**src/rtl/cpx_pkg.sv**
```systemverilog
package cpx_pkg;
    typedef enum logic [2:0] {
        OP_RD    = 3'd0,
        OP_WR    = 3'd1,
        OP_BGRD  = 3'd2,
        OP_PARWR = 3'd3,
        OP_CLIRD = 3'd4,
        OP_CUSRD = 3'd5
    } op_e;

    typedef enum logic {
        ST_IDLE = 1'b0,
        ST_SEND = 1'b1
    } st_e;
endpackage

```
**src/rtl/cpx_age_tracker.sv**
```systemverilog
module cpx_age_tracker #(
    parameter int NUM_DATA  = 14,
    parameter int PG_W      = 4,
    parameter int AGE_LIMIT = 3
) (
    input  logic                clk,
    input  logic                rst_n,
    input  logic                tick,
    input  logic                clr_en,
    input  logic [PG_W-1:0]     clr_pg,
    input  logic                mark_en,
    input  logic [PG_W-1:0]     mark_pg,
    input  logic                excl_en,
    input  logic [PG_W-1:0]     excl_pg,
    output logic [NUM_DATA-1:0] client_o,
    output logic                cand_v,
    output logic [PG_W-1:0]     cand_pg
);
    localparam int AGE_W = $clog2(AGE_LIMIT + 1);

    typedef struct packed {
        logic [NUM_DATA-1:0][AGE_W-1:0] age;
        logic [NUM_DATA-1:0]            written;
        logic [NUM_DATA-1:0]            client;
    } trk_t;

    trk_t t_d, t_q;

    always_comb begin
        t_d = t_q;
        for (int i = 0; i < NUM_DATA; i++) begin
            if (clr_en && clr_pg == PG_W'(i)) begin
                t_d.age[i]     = '0;
                t_d.written[i] = 1'b1;
                t_d.client[i]  = 1'b0;
            end else begin
                if (mark_en && mark_pg == PG_W'(i)) begin
                    t_d.client[i] = 1'b1;
                end
                if (tick && t_q.written[i] && !t_q.client[i] &&
                    t_q.age[i] < AGE_W'(AGE_LIMIT)) begin
                    t_d.age[i] = t_q.age[i] + AGE_W'(1);
                end
            end
        end
    end

    always_comb begin
        cand_v  = 1'b0;
        cand_pg = '0;
        for (int i = NUM_DATA - 1; i >= 0; i--) begin
            if (t_q.written[i] && !t_q.client[i] &&
                t_q.age[i] == AGE_W'(AGE_LIMIT) &&
                !(excl_en && excl_pg == PG_W'(i))) begin
                cand_v  = 1'b1;
                cand_pg = PG_W'(i);
            end
        end
    end

    assign client_o = t_q.client;

    always_ff @(posedge clk or negedge rst_n) begin
        if (!rst_n) t_q <= '0;
        else        t_q <= t_d;
    end

    // a page is never marked as client twice without a write in between
    p_single_mark_r4: assert property (@(posedge clk) disable iff (!rst_n)
        mark_en |-> !client_o[mark_pg]);
endmodule

```
**src/rtl/cpx_slot_pool.sv**
```systemverilog
module cpx_slot_pool #(
    parameter int NUM_SLOTS = 8,
    parameter int SLOT_W    = 3
) (
    input  logic              clk,
    input  logic              rst_n,
    input  logic              alloc_en,
    input  logic              rel_en,
    input  logic [SLOT_W-1:0] rel_idx,
    output logic [SLOT_W-1:0] lo_free,
    output logic              full
);
    typedef struct packed {
        logic [NUM_SLOTS-1:0] busy;
    } pool_t;

    pool_t p_d, p_q;

    always_comb begin
        lo_free = '0;
        for (int i = NUM_SLOTS - 1; i >= 0; i--) begin
            if (!p_q.busy[i]) lo_free = SLOT_W'(i);
        end
    end

    always_comb begin
        p_d = p_q;
        if (alloc_en) p_d.busy[lo_free] = 1'b1;
        if (rel_en)   p_d.busy[rel_idx] = 1'b0;
    end

    assign full = &p_q.busy;

    always_ff @(posedge clk or negedge rst_n) begin
        if (!rst_n) p_q <= '0;
        else        p_q <= p_d;
    end

    p_no_alloc_full_r10: assert property (@(posedge clk) disable iff (!rst_n)
        alloc_en |-> !full);
    p_rel_busy_r7: assert property (@(posedge clk) disable iff (!rst_n)
        rel_en |-> p_q.busy[rel_idx]);
endmodule

```
**src/rtl/cpx_ctrl.sv**
```systemverilog
module cpx_ctrl #(
    parameter int NUM_PAGES      = 16,
    parameter int CUST_PAGES     = 2,
    parameter int SLOTS_PER_PAGE = 4,
    parameter int AGE_LIMIT      = 3,
    parameter int PG_W           = $clog2(NUM_PAGES),
    parameter int SUB_W          = (SLOTS_PER_PAGE > 1) ? $clog2(SLOTS_PER_PAGE) : 1
) (
    input  logic             clk,
    input  logic             rst_n,
    input  logic             age_tick,
    input  logic             host_req_valid,
    output logic             host_req_ready,
    input  logic             host_req_write,
    input  logic [PG_W-1:0]  host_req_page,
    output logic             cmd_valid,
    input  logic             cmd_ready,
    output logic [2:0]       cmd_op,
    output logic [PG_W-1:0]  cmd_page,
    output logic [SUB_W-1:0] cmd_slot,
    output logic             cust_full
);
    import cpx_pkg::*;

    localparam int NUM_DATA  = NUM_PAGES - CUST_PAGES;
    localparam int NUM_SLOTS = CUST_PAGES * SLOTS_PER_PAGE;
    localparam int SLOT_W    = (NUM_SLOTS > 1) ? $clog2(NUM_SLOTS) : 1;

    typedef struct packed {
        st_e                            st;
        logic [2:0]                     op;
        logic [PG_W-1:0]                pg;
        logic [SUB_W-1:0]               sl;
        logic                           sv;
        logic [2:0]                     sop;
        logic [PG_W-1:0]                spg;
        logic [SUB_W-1:0]               ssl;
        logic                           pv;
        logic [PG_W-1:0]                ppg;
        logic [SLOT_W-1:0]              pslot;
        logic                           cm;
        logic [NUM_DATA-1:0][SLOT_W-1:0] map;
    } ctl_t;

    ctl_t c_d, c_q;

    logic                clr_en, mark_en, alloc_en, rel_en;
    logic [SLOT_W-1:0]   rel_idx, lo_free;
    logic [NUM_DATA-1:0] client_vec;
    logic                cand_v, full;
    logic [PG_W-1:0]     cand_pg, didx;
    logic                in_rng;
    logic [SLOT_W-1:0]   hslot;

    function automatic logic [PG_W-1:0] cust_pg(input logic [SLOT_W-1:0] s);
        return PG_W'(NUM_DATA + int'(s) / SLOTS_PER_PAGE);
    endfunction

    function automatic logic [SUB_W-1:0] sub_of(input logic [SLOT_W-1:0] s);
        return SUB_W'(int'(s) % SLOTS_PER_PAGE);
    endfunction

    cpx_age_tracker #(
        .NUM_DATA (NUM_DATA),
        .PG_W     (PG_W),
        .AGE_LIMIT(AGE_LIMIT)
    ) u_trk (
        .clk     (clk),
        .rst_n   (rst_n),
        .tick    (age_tick),
        .clr_en  (clr_en),
        .clr_pg  (host_req_page),
        .mark_en (mark_en),
        .mark_pg (c_q.ppg),
        .excl_en (c_q.pv),
        .excl_pg (c_q.ppg),
        .client_o(client_vec),
        .cand_v  (cand_v),
        .cand_pg (cand_pg)
    );

    cpx_slot_pool #(
        .NUM_SLOTS(NUM_SLOTS),
        .SLOT_W   (SLOT_W)
    ) u_pool (
        .clk     (clk),
        .rst_n   (rst_n),
        .alloc_en(alloc_en),
        .rel_en  (rel_en),
        .rel_idx (rel_idx),
        .lo_free (lo_free),
        .full    (full)
    );

    assign in_rng = host_req_page < PG_W'(NUM_DATA);
    assign didx   = in_rng ? host_req_page : '0;
    assign hslot  = c_q.map[didx];

    always_comb begin
        c_d      = c_q;
        clr_en   = 1'b0;
        mark_en  = 1'b0;
        alloc_en = 1'b0;
        rel_en   = 1'b0;
        rel_idx  = '0;
        case (c_q.st)
            ST_IDLE: begin
                if (host_req_valid) begin
                    c_d.st = ST_SEND;
                    c_d.pg = host_req_page;
                    c_d.sl = '0;
                    c_d.sv = 1'b0;
                    if (host_req_write) begin
                        c_d.op = OP_WR;
                        if (in_rng) begin
                            clr_en = 1'b1;
                            if (client_vec[didx]) begin
                                rel_en  = 1'b1;
                                rel_idx = hslot;
                            end
                            if (c_q.pv && c_q.ppg == host_req_page) begin
                                rel_en  = 1'b1;
                                rel_idx = c_q.pslot;
                                c_d.pv  = 1'b0;
                            end
                        end
                    end else if (in_rng && client_vec[didx]) begin
                        c_d.op  = OP_CLIRD;
                        c_d.sl  = sub_of(hslot);
                        c_d.sv  = 1'b1;
                        c_d.sop = OP_CUSRD;
                        c_d.spg = cust_pg(hslot);
                        c_d.ssl = sub_of(hslot);
                    end else begin
                        c_d.op = OP_RD;
                    end
                end else if (c_q.pv) begin
                    c_d.st = ST_SEND;
                    c_d.op = OP_PARWR;
                    c_d.pg = cust_pg(c_q.pslot);
                    c_d.sl = sub_of(c_q.pslot);
                    c_d.sv = 1'b0;
                    c_d.cm = 1'b1;
                end else if (cand_v && !full) begin
                    c_d.st    = ST_SEND;
                    c_d.op    = OP_BGRD;
                    c_d.pg    = cand_pg;
                    c_d.sl    = '0;
                    c_d.sv    = 1'b0;
                    alloc_en  = 1'b1;
                    c_d.pv    = 1'b1;
                    c_d.ppg   = cand_pg;
                    c_d.pslot = lo_free;
                end
            end
            ST_SEND: begin
                if (cmd_ready) begin
                    if (c_q.sv) begin
                        c_d.op = c_q.sop;
                        c_d.pg = c_q.spg;
                        c_d.sl = c_q.ssl;
                        c_d.sv = 1'b0;
                    end else begin
                        c_d.st = ST_IDLE;
                    end
                    if (c_q.cm) begin
                        mark_en            = 1'b1;
                        c_d.map[c_q.ppg]   = c_q.pslot;
                        c_d.pv             = 1'b0;
                        c_d.cm             = 1'b0;
                    end
                end
            end
            default: c_d.st = ST_IDLE;
        endcase
    end

    always_ff @(posedge clk or negedge rst_n) begin
        if (!rst_n) c_q <= '0;
        else        c_q <= c_d;
    end

    assign host_req_ready = (c_q.st == ST_IDLE);
    assign cmd_valid      = (c_q.st == ST_SEND);
    assign cmd_op         = c_q.op;
    assign cmd_page       = c_q.pg;
    assign cmd_slot       = c_q.sl;
    assign cust_full      = full;

    p_hold_tok_r11: assert property (@(posedge clk) disable iff (!rst_n)
        (cmd_valid && !cmd_ready) |=> (cmd_valid && $stable(cmd_op) &&
                                       $stable(cmd_page) && $stable(cmd_slot)));
    p_ready_idle_r11: assert property (@(posedge clk) disable iff (!rst_n)
        host_req_ready |-> !cmd_valid);
    p_pair_next_r6: assert property (@(posedge clk) disable iff (!rst_n)
        (cmd_valid && cmd_ready && cmd_op == OP_CLIRD) |=>
            (cmd_valid && cmd_op == OP_CUSRD));
    p_parwr_cust_r4: assert property (@(posedge clk) disable iff (!rst_n)
        (cmd_valid && cmd_op == OP_PARWR) |-> cmd_page >= PG_W'(NUM_DATA));
    p_bgrd_data_r5: assert property (@(posedge clk) disable iff (!rst_n)
        (cmd_valid && cmd_op == OP_BGRD) |-> cmd_page < PG_W'(NUM_DATA));
endmodule

```
**config.mk**
```make
export PLATFORM = sky130hd
export DESIGN_NAME = cpx_ctrl
export DESIGN_NICKNAME = d
export VERILOG_FILES = /design/src/rtl/cpx_pkg.sv /design/src/rtl/cpx_age_tracker.sv /design/src/rtl/cpx_slot_pool.sv /design/src/rtl/cpx_ctrl.sv
export SDC_FILE = /design/constraint.sdc
export NUM_CORES = 1
export LEC_CHECK = 0
export ABC_AREA = 1
export ABC_CLOCK_PERIOD_IN_PS = 2100
export BUFFER_PORTS_ARGS = -buffer_cell sky130_fd_sc_hd__buf_2
export CAP_MARGIN = 20
export CORE_UTILIZATION = 62
export CTS_BUF_LIST = sky130_fd_sc_hd__clkbuf_8 sky130_fd_sc_hd__clkbuf_16
export DETAILED_ROUTE_END_ITERATION = 10
export PLACE_DENSITY = 0.81
export SLEW_MARGIN = 0
export SYNTH_ARGS = -nofsm -noshare
export SYNTH_HDL_FRONTEND = slang
export SYNTH_SLANG_ARGS = --single-unit
```
**constraint.sdc**
```tcl
create_clock -name clk -period 2.1 [get_ports clk]
set_input_delay 0.42 -clock clk [delete_from_list [all_inputs] [get_ports clk]]
set_output_delay 0.42 -clock clk [all_outputs]
set_load 0.01 [all_outputs]
```
Word-level counts from Yosys, hierarchy flattened
Cells that the tools add are included.
W data, S select, Z words.
{"block": "word_totals", "out_inout_bits": 12, "word_cells": 517, "ff_bits": 133, "input_bits": 10}
{"block": "op_classes", "add_sub_neg": 16, "n_lt_le_gt_ge": 22, "bitwise_logic": 7, "eq_ne": 50, "mux": 154, "n_reduce_logical": 199}
{"operator": "$logic_and A1 B1 Y1", "count": 132}
{"operator": "$mux W1", "count": 71}
{"operator": "$mux W4", "count": 15}
{"operator": "$mux W2", "count": 28}
{"operator": "$reduce_bool A2 Y1", "count": 28}
{"operator": "$mux W3", "count": 18}
{"operator": "$eq A4 B4 Y1 const B", "count": 12}
{"operator": "$mux W11", "count": 4}
{"operator": "$mux W43", "count": 1}
{"operator": "$bwmux W42", "count": 1}
{"operator": "$mux W42", "count": 1}
{"operator": "$eq A4 B3 Y1 const B", "count": 8}
{"operator": "$mux W8", "count": 4}
{"operator": "$logic_not A1 Y1", "count": 29}
{"operator": "$add A2 B1 Y2 const B", "count": 14}
{"operator": "$eq A2 B2 Y1 const B", "count": 14}
{"operator": "$lt A2 B2 Y1 const B", "count": 14}
{"operator": "$mux W12", "count": 2}
{"operator": "$pmux W11 S2", "count": 1}
{"operator": "$eq A4 B2 Y1 const B", "count": 4}
{"operator": "$bmux W3 S4", "count": 1}
{"operator": "$demux W3 S4", "count": 1}
{"operator": "$lt A4 B5 Y1 const B", "count": 2}
{"operator": "$mux W10", "count": 1}
{"operator": "other kinds (24)", "count": 42}

Depth between registers and ports, before layout
{"block": "depth", "word_depth": 26, "mapped_depth": 18, "mapped_depth_nobuf": 18}

Cells and area by module
Synthesis repeated with hierarchy kept, for this count alone.
{"block": "hier_totals", "cells_unflattened": 920, "hier_area_um2": 7028.0}
{"mod": "cpx_ctrl", "instances": 1, "seq_area_each_um2": 1651.6, "cells_per_inst": 448, "area_per_inst_um2": 3438.3}
{"mod": "cpx_age_tracker", "instances": 1, "seq_area_each_um2": 1401.3, "cells_per_inst": 401, "area_per_inst_um2": 3110.5}
{"mod": "cpx_slot_pool", "instances": 1, "seq_area_each_um2": 200.2, "cells_per_inst": 71, "area_per_inst_um2": 479.2}

Least setup slack after synthesis
Ideal clock, no wire load.
{"block": "synth_path", "path_type": "input-to-reg", "startpoint": "in host_req_page[1]", "endpoint": "reg u_pool.p_q[5] (netlist name)", "slack_ps": 270, "required_ps": 1987, "cell_stages": 16, "t_arrival_ps": 1718, "setup_time_ps": 113, "path_buffers": 2, "cell_sequence": "buf_4 nand2_4 nand2_4 buf_6 nand2_1 o21ai_0 o211ai_2 nand3_1 inv_1 nand2_1 nand2_2 nand2_2 nor2_2 nand2_1 nand2_1 inv_1"}
{"item": "start, declared", "line": "cpx_ctrl.sv:15", "text": "input logic [PG_W-1:0] host_req_page,"}
{"item": "end signal, assigned", "line": "cpx_slot_pool.sv:36", "text": "else p_q <= p_d;"}
{"item": "end, declared", "line": "cpx_slot_pool.sv:17", "text": "pool_t p_d, p_q;"}

Final worst setup path
{"block": "layout_path", "startpoint": "reg c_q[46] (netlist name)", "endpoint": "reg c_q[46] (netlist name)"}
{"block": "layout_via", "elab_chain_cells": 20, "word_cells_on_any_way": 86, "cone_classes": "eq/ne (13); mux (28); reduce/logical (45)"}
{"item": "start, declared", "line": "cpx_ctrl.sv:45", "text": "ctl_t c_d, c_q;"}
{"item": "start signal, assigned", "line": "cpx_ctrl.sv:179", "text": "if (!rst_n) c_q <= '0;"}
{"item": "start signal, assigned", "line": "cpx_ctrl.sv:180", "text": "else c_q <= c_d;"}
{"item": "$eq A4 B4 Y1", "line": "cpx_age_tracker.sv:54", "text": "!(excl_en && excl_pg == PG_W'(i))) begin"}
{"item": "$logic_and A1 B1 Y1", "line": "cpx_age_tracker.sv:54"}
{"item": "$logic_not A1 Y1", "line": "cpx_age_tracker.sv:54"}
{"item": "$logic_and A1 B1 Y1", "line": "cpx_age_tracker.sv:53", "text": "t_q.age[i] == AGE_W'(AGE_LIMIT) &&"}
{"item": "$mux W1 (14 in series)", "line": "cpx_age_tracker.sv:52", "text": "if (t_q.written[i] && !t_q.client[i] &&"}
{"item": "$logic_and A1 B1 Y1", "line": "cpx_ctrl.sv:144", "text": "end else if (cand_v && !full) begin"}
{"item": "$reduce_and A4 Y1 (no line)"}
Parallel ways exist; a longest one is shown, timed or not.
A chain may end at the register's enable or synchronous reset.

==> impl_metrics.env <==
export IMPL_tightest_slew_ps=700
export IMPL_path_max_fanout=4
export IMPL_drtAntennaViolNets=0
export IMPL_fin_crit_sh_pct=105
export IMPL_yosys_area_share_adder_pct=2.58
export IMPL_synth_compound_area_share_pct=13.6
export IMPL_fin_crit_ps=2190
export IMPL_synth_mux_area_share_pct=0.607
export IMPL_synth_edf_count=0
export IMPL_antenna_cells=0
export IMPL_root_buffer="clkbuf_8"
export IMPL_power_mw=12.2
export IMPL_port_buffers=21
export IMPL_cp_end_kind="flop"
export IMPL_antenna_found_initial=0
export IMPL_cts_tree="built"
export IMPL_ys_types=44
export IMPL_clock_sinks=130
export IMPL_synth_largest_area_cell="dfrtp_1"
export IMPL_synth_top_family_by_area="simple AND/OR/NAND/NOR gates"
export IMPL_finalMaxSlewViolations=0
export IMPL_powerDensity_nw_per_um2=1390
export IMPL_worst_slack_ps=-94.8
export IMPL_critPathRequiredTime_ps=2510
export IMPL_drive_above_1_share_pct=28.6
export IMPL_finalSetupViolCount=18
export IMPL_clockBufferDepth=2
export IMPL_synth_seq_cells=130
export IMPL_die_area_um2=11400
export IMPL_maxCapViolations=0
export IMPL_die_h_um=107
export IMPL_grt_total_usage_pct=38.7
export IMPL_max_freq_ghz=0.456
export IMPL_areaGrowthSynthToFinish_pct=29.9
export IMPL_post_drt_wl_per_cell_um=19.2
export IMPL_initial_utilization_pct=65.0
export IMPL_avgSynthCellArea_um2=7.87
export IMPL_synthTopCellsByArea="dfrtp_1, nand2_1, o21ai_0, nor2_1, inv_1"
export IMPL_timing_slew_headroom_pct=52.9
export IMPL_grt_first_pass_wirelength_um=32700
export IMPL_synth_xor_area_share_pct=1.80
export IMPL_drt_iter0_drc=799
export IMPL_crit_top_cell="nand2_2"
export IMPL_clk_pin_slew_ps=60
export IMPL_cts_htree_levels=4
export IMPL_core_um2=10500
export IMPL_worstPathArrival_ps=2610
export IMPL_start_kind="flop"
export IMPL_ioPinCount=22
export IMPL_ir_drop_uv=1020
export IMPL_ys_seq_area_share_pct=47.8
export IMPL_gp_congestion=0.963
export IMPL_cpPeakStageDelay_ps=440
export IMPL_synthesis_area_um2=6800
export IMPL_overflow=0
export IMPL_rsz0062_at_grt="true"
export IMPL_synth_simple_area_share_pct=24.4
export IMPL_run_status="complete, but fails checks"
export IMPL_die_x_um=107
export IMPL_synthFlopType="dfrtp_1"
export IMPL_num_rows=37
export IMPL_violations="setup timing"
export IMPL_fin_skew_ps=9.24
export IMPL_worstSkewPairLatency_ps=550
export IMPL_grt_max_degree=88
export IMPL_ys_async_sr_fraction_pct=100
export IMPL_slowest_stage="dfrtp_2"
export IMPL_via_per_inst=5.91
export IMPL_wirelength_um=21800
export IMPL_synth_nets=888
export IMPL_critPathKind="reg -> reg"
export IMPL_drc=0
export IMPL_grt_pass1_vias=6583
export IMPL_nNetsFinal=1012
export IMPL_worstPathCellList="buf_4 > nand2_4 > nor2_4 > nand2_1 > nand3_1 > nand2_2 > nor3_2 > buf_4 > nand2_2 > nand2_4 > nor2_4 > buf_6 > inv_6 > nor2_2 > nand2_2 > o21ai_0"
export IMPL_syn_inst=864
export IMPL_finalSetupTns_ps=-799
export IMPL_yosys_area_top_type_share_pct=47.8
export IMPL_final_hold_viol_count=0
export IMPL_dpl_hpwl_um=14700
export IMPL_power_leakage_nw=4.42
export IMPL_cts_buffers=17
export IMPL_synth_warnings=0
export IMPL_min_path_type="in -> reg"
export IMPL_first_pass_iters=7
export IMPL_vias=6712
final cells by class:
class / count / area (µm²)
multi-input combinational: 589 / 3320
sequential: 130 / 3260
timing repair buffer: 130 / 1040
clock buffer: 21 / 469
tap: 136 / 170
fill: 599 / 1630
clock inverter: 10 / 110
inverter: 120 / 460
final timing paths:
| kind | start | endpoint | slack [ps] | cells after the start |
|---|---|---|---|---|
| max | c_q[46] | c_q[46] | -90 | 16 |
| min | cmd_ready | c_q[60] | 240 | 4 |
| max reg2reg | c_q[46] | c_q[46] | -90 | 16 |
| min reg2reg | u_trk.t_q[18] | u_trk.t_q[18] | 450 | 2 |
| max in group asynchronous | rst_n | c_q[46] | 1000 | 3 |
| min in group asynchronous | rst_n | u_trk.t_q[28] | 320 | 2 |
cells by family (layout without fill, tap and decap cells):
| group | Yosys count | in the layout |
|---|---|---|
| mux | 4 | 4 |
| simple gates | 392 | 392 |
| flops | 130 | 130 |
| fa+ha+maj | 14 | 14 |
| xor+xnor | 14 | 14 |
| compound gates | 165 | 165 |
| buf+inv | 145 | 281 |
cells in the mapped netlist, types with 4 or more instances:
cell type / n
inv_1: 113
nand3_1: 34
a21oi_1: 24
buf_4: 14
nor3b_1: 6
or2_2: 5
nor2_2: 4
o221ai_1: 6
o21ai_0: 97
nor2_1: 114
xor2_1: 7
a31oi_1: 7
ha_1: 14
nor4_1: 7
clkbuf_1: 6
dfrtp_1: 130
inv_2: 7
o22ai_1: 6
xnor2_1: 7
o21ai_1: 5
nand2_1: 198
nand2_2: 9
nor3_1: 5
worst max-delay path: cells and delay by family (launching register included):
| family | cells | cell delay (ps) |
|---|---|---|
| AOI/OAI and AO/OA | 1 | 130 |
| and+or+nand+nor | 11 | 960 |
| DFF | 1 | 440 |
| buffers and inverters | 4 | 520 |
through the flow:
| step | hold WS (ps) | utilization, % | setup WS, ps | instances | instance area (µm²) |
|---|---|---|---|---|---|
| CTS | 225 | 80.5 | -15.9 | 1126 | 8420 |
| detailed placement | 350 | 73.3 | -219 | 1089 | 7670 |
| finish | 239 | 84.4 | -94.8 | 1136 | 8830 |
| global route | 274 | 84.4 | -170 | 1136 | 8830 |
| global placement | 344 | 73.3 | -170 | 1089 | 7670 |
| floorplan | 124 | - | 270 | 864 | 6800 |
report_power, final:
| group | total (mW) | internal [mW] | switching (mW) |
|---|---|---|---|
| Sequential | 4.02 | 3.36 | 0.660 |
| Combinational | 5.32 | 2.26 | 3.05 |
| Clock | 2.90 | 1.80 | 1.10 |
| Total | 12.2 | 7.42 | 4.82 |
cell usage in the layout (no fill, tap or decap), types with 4 or more instances in the layout:
| cell | instances |
|---|---|
| nor2_4 | 19 |
| buf_12 | 6 |
| or2_2 | 4 |
| clkbuf_16 | 16 |
| a21oi_1 | 23 |
| ha_1 | 13 |
| o21ai_1 | 9 |
| buf_6 | 10 |
| xor2_1 | 7 |
| o21ai_0 | 89 |
| buf_2 | 20 |
| nand2_1 | 172 |
| a21boi_2 | 4 |
| clkbuf_8 | 5 |
| o221ai_1 | 5 |
| nand2_2 | 25 |
| nand3_1 | 25 |
| nor2_1 | 90 |
| xnor2_1 | 7 |
| nor2_2 | 11 |
| buf_4 | 93 |
| nand2_4 | 12 |
| a31oi_1 | 7 |
| nand3_2 | 10 |
| inv_1 | 102 |
| dfrtp_1 | 127 |
| o22ai_1 | 6 |
| inv_2 | 17 |
| nor3b_1 | 6 |
| nor4_1 | 7 |
| o21ai_2 | 4 |
per-layer routing:
layer / track usage (%) / share of wire (%)
met2: 64.0 / 48
met3: 7.96 / 8.2
met1: 47.7 / 38
met5: 0 / 0
met4: 20.5 / 5.5
repair_timing:
action                                  in CTS  in global routing
cloned                                       0                  0
endpoints found under the hold margin       23                  0
endpoints found under the setup margin      21                 27
resized for setup                           39                107
pin swaps                                   13                 33
hold buffers                                 1                  0
setup buffers                                5                 11
Power figures use the tool's default switching activity.
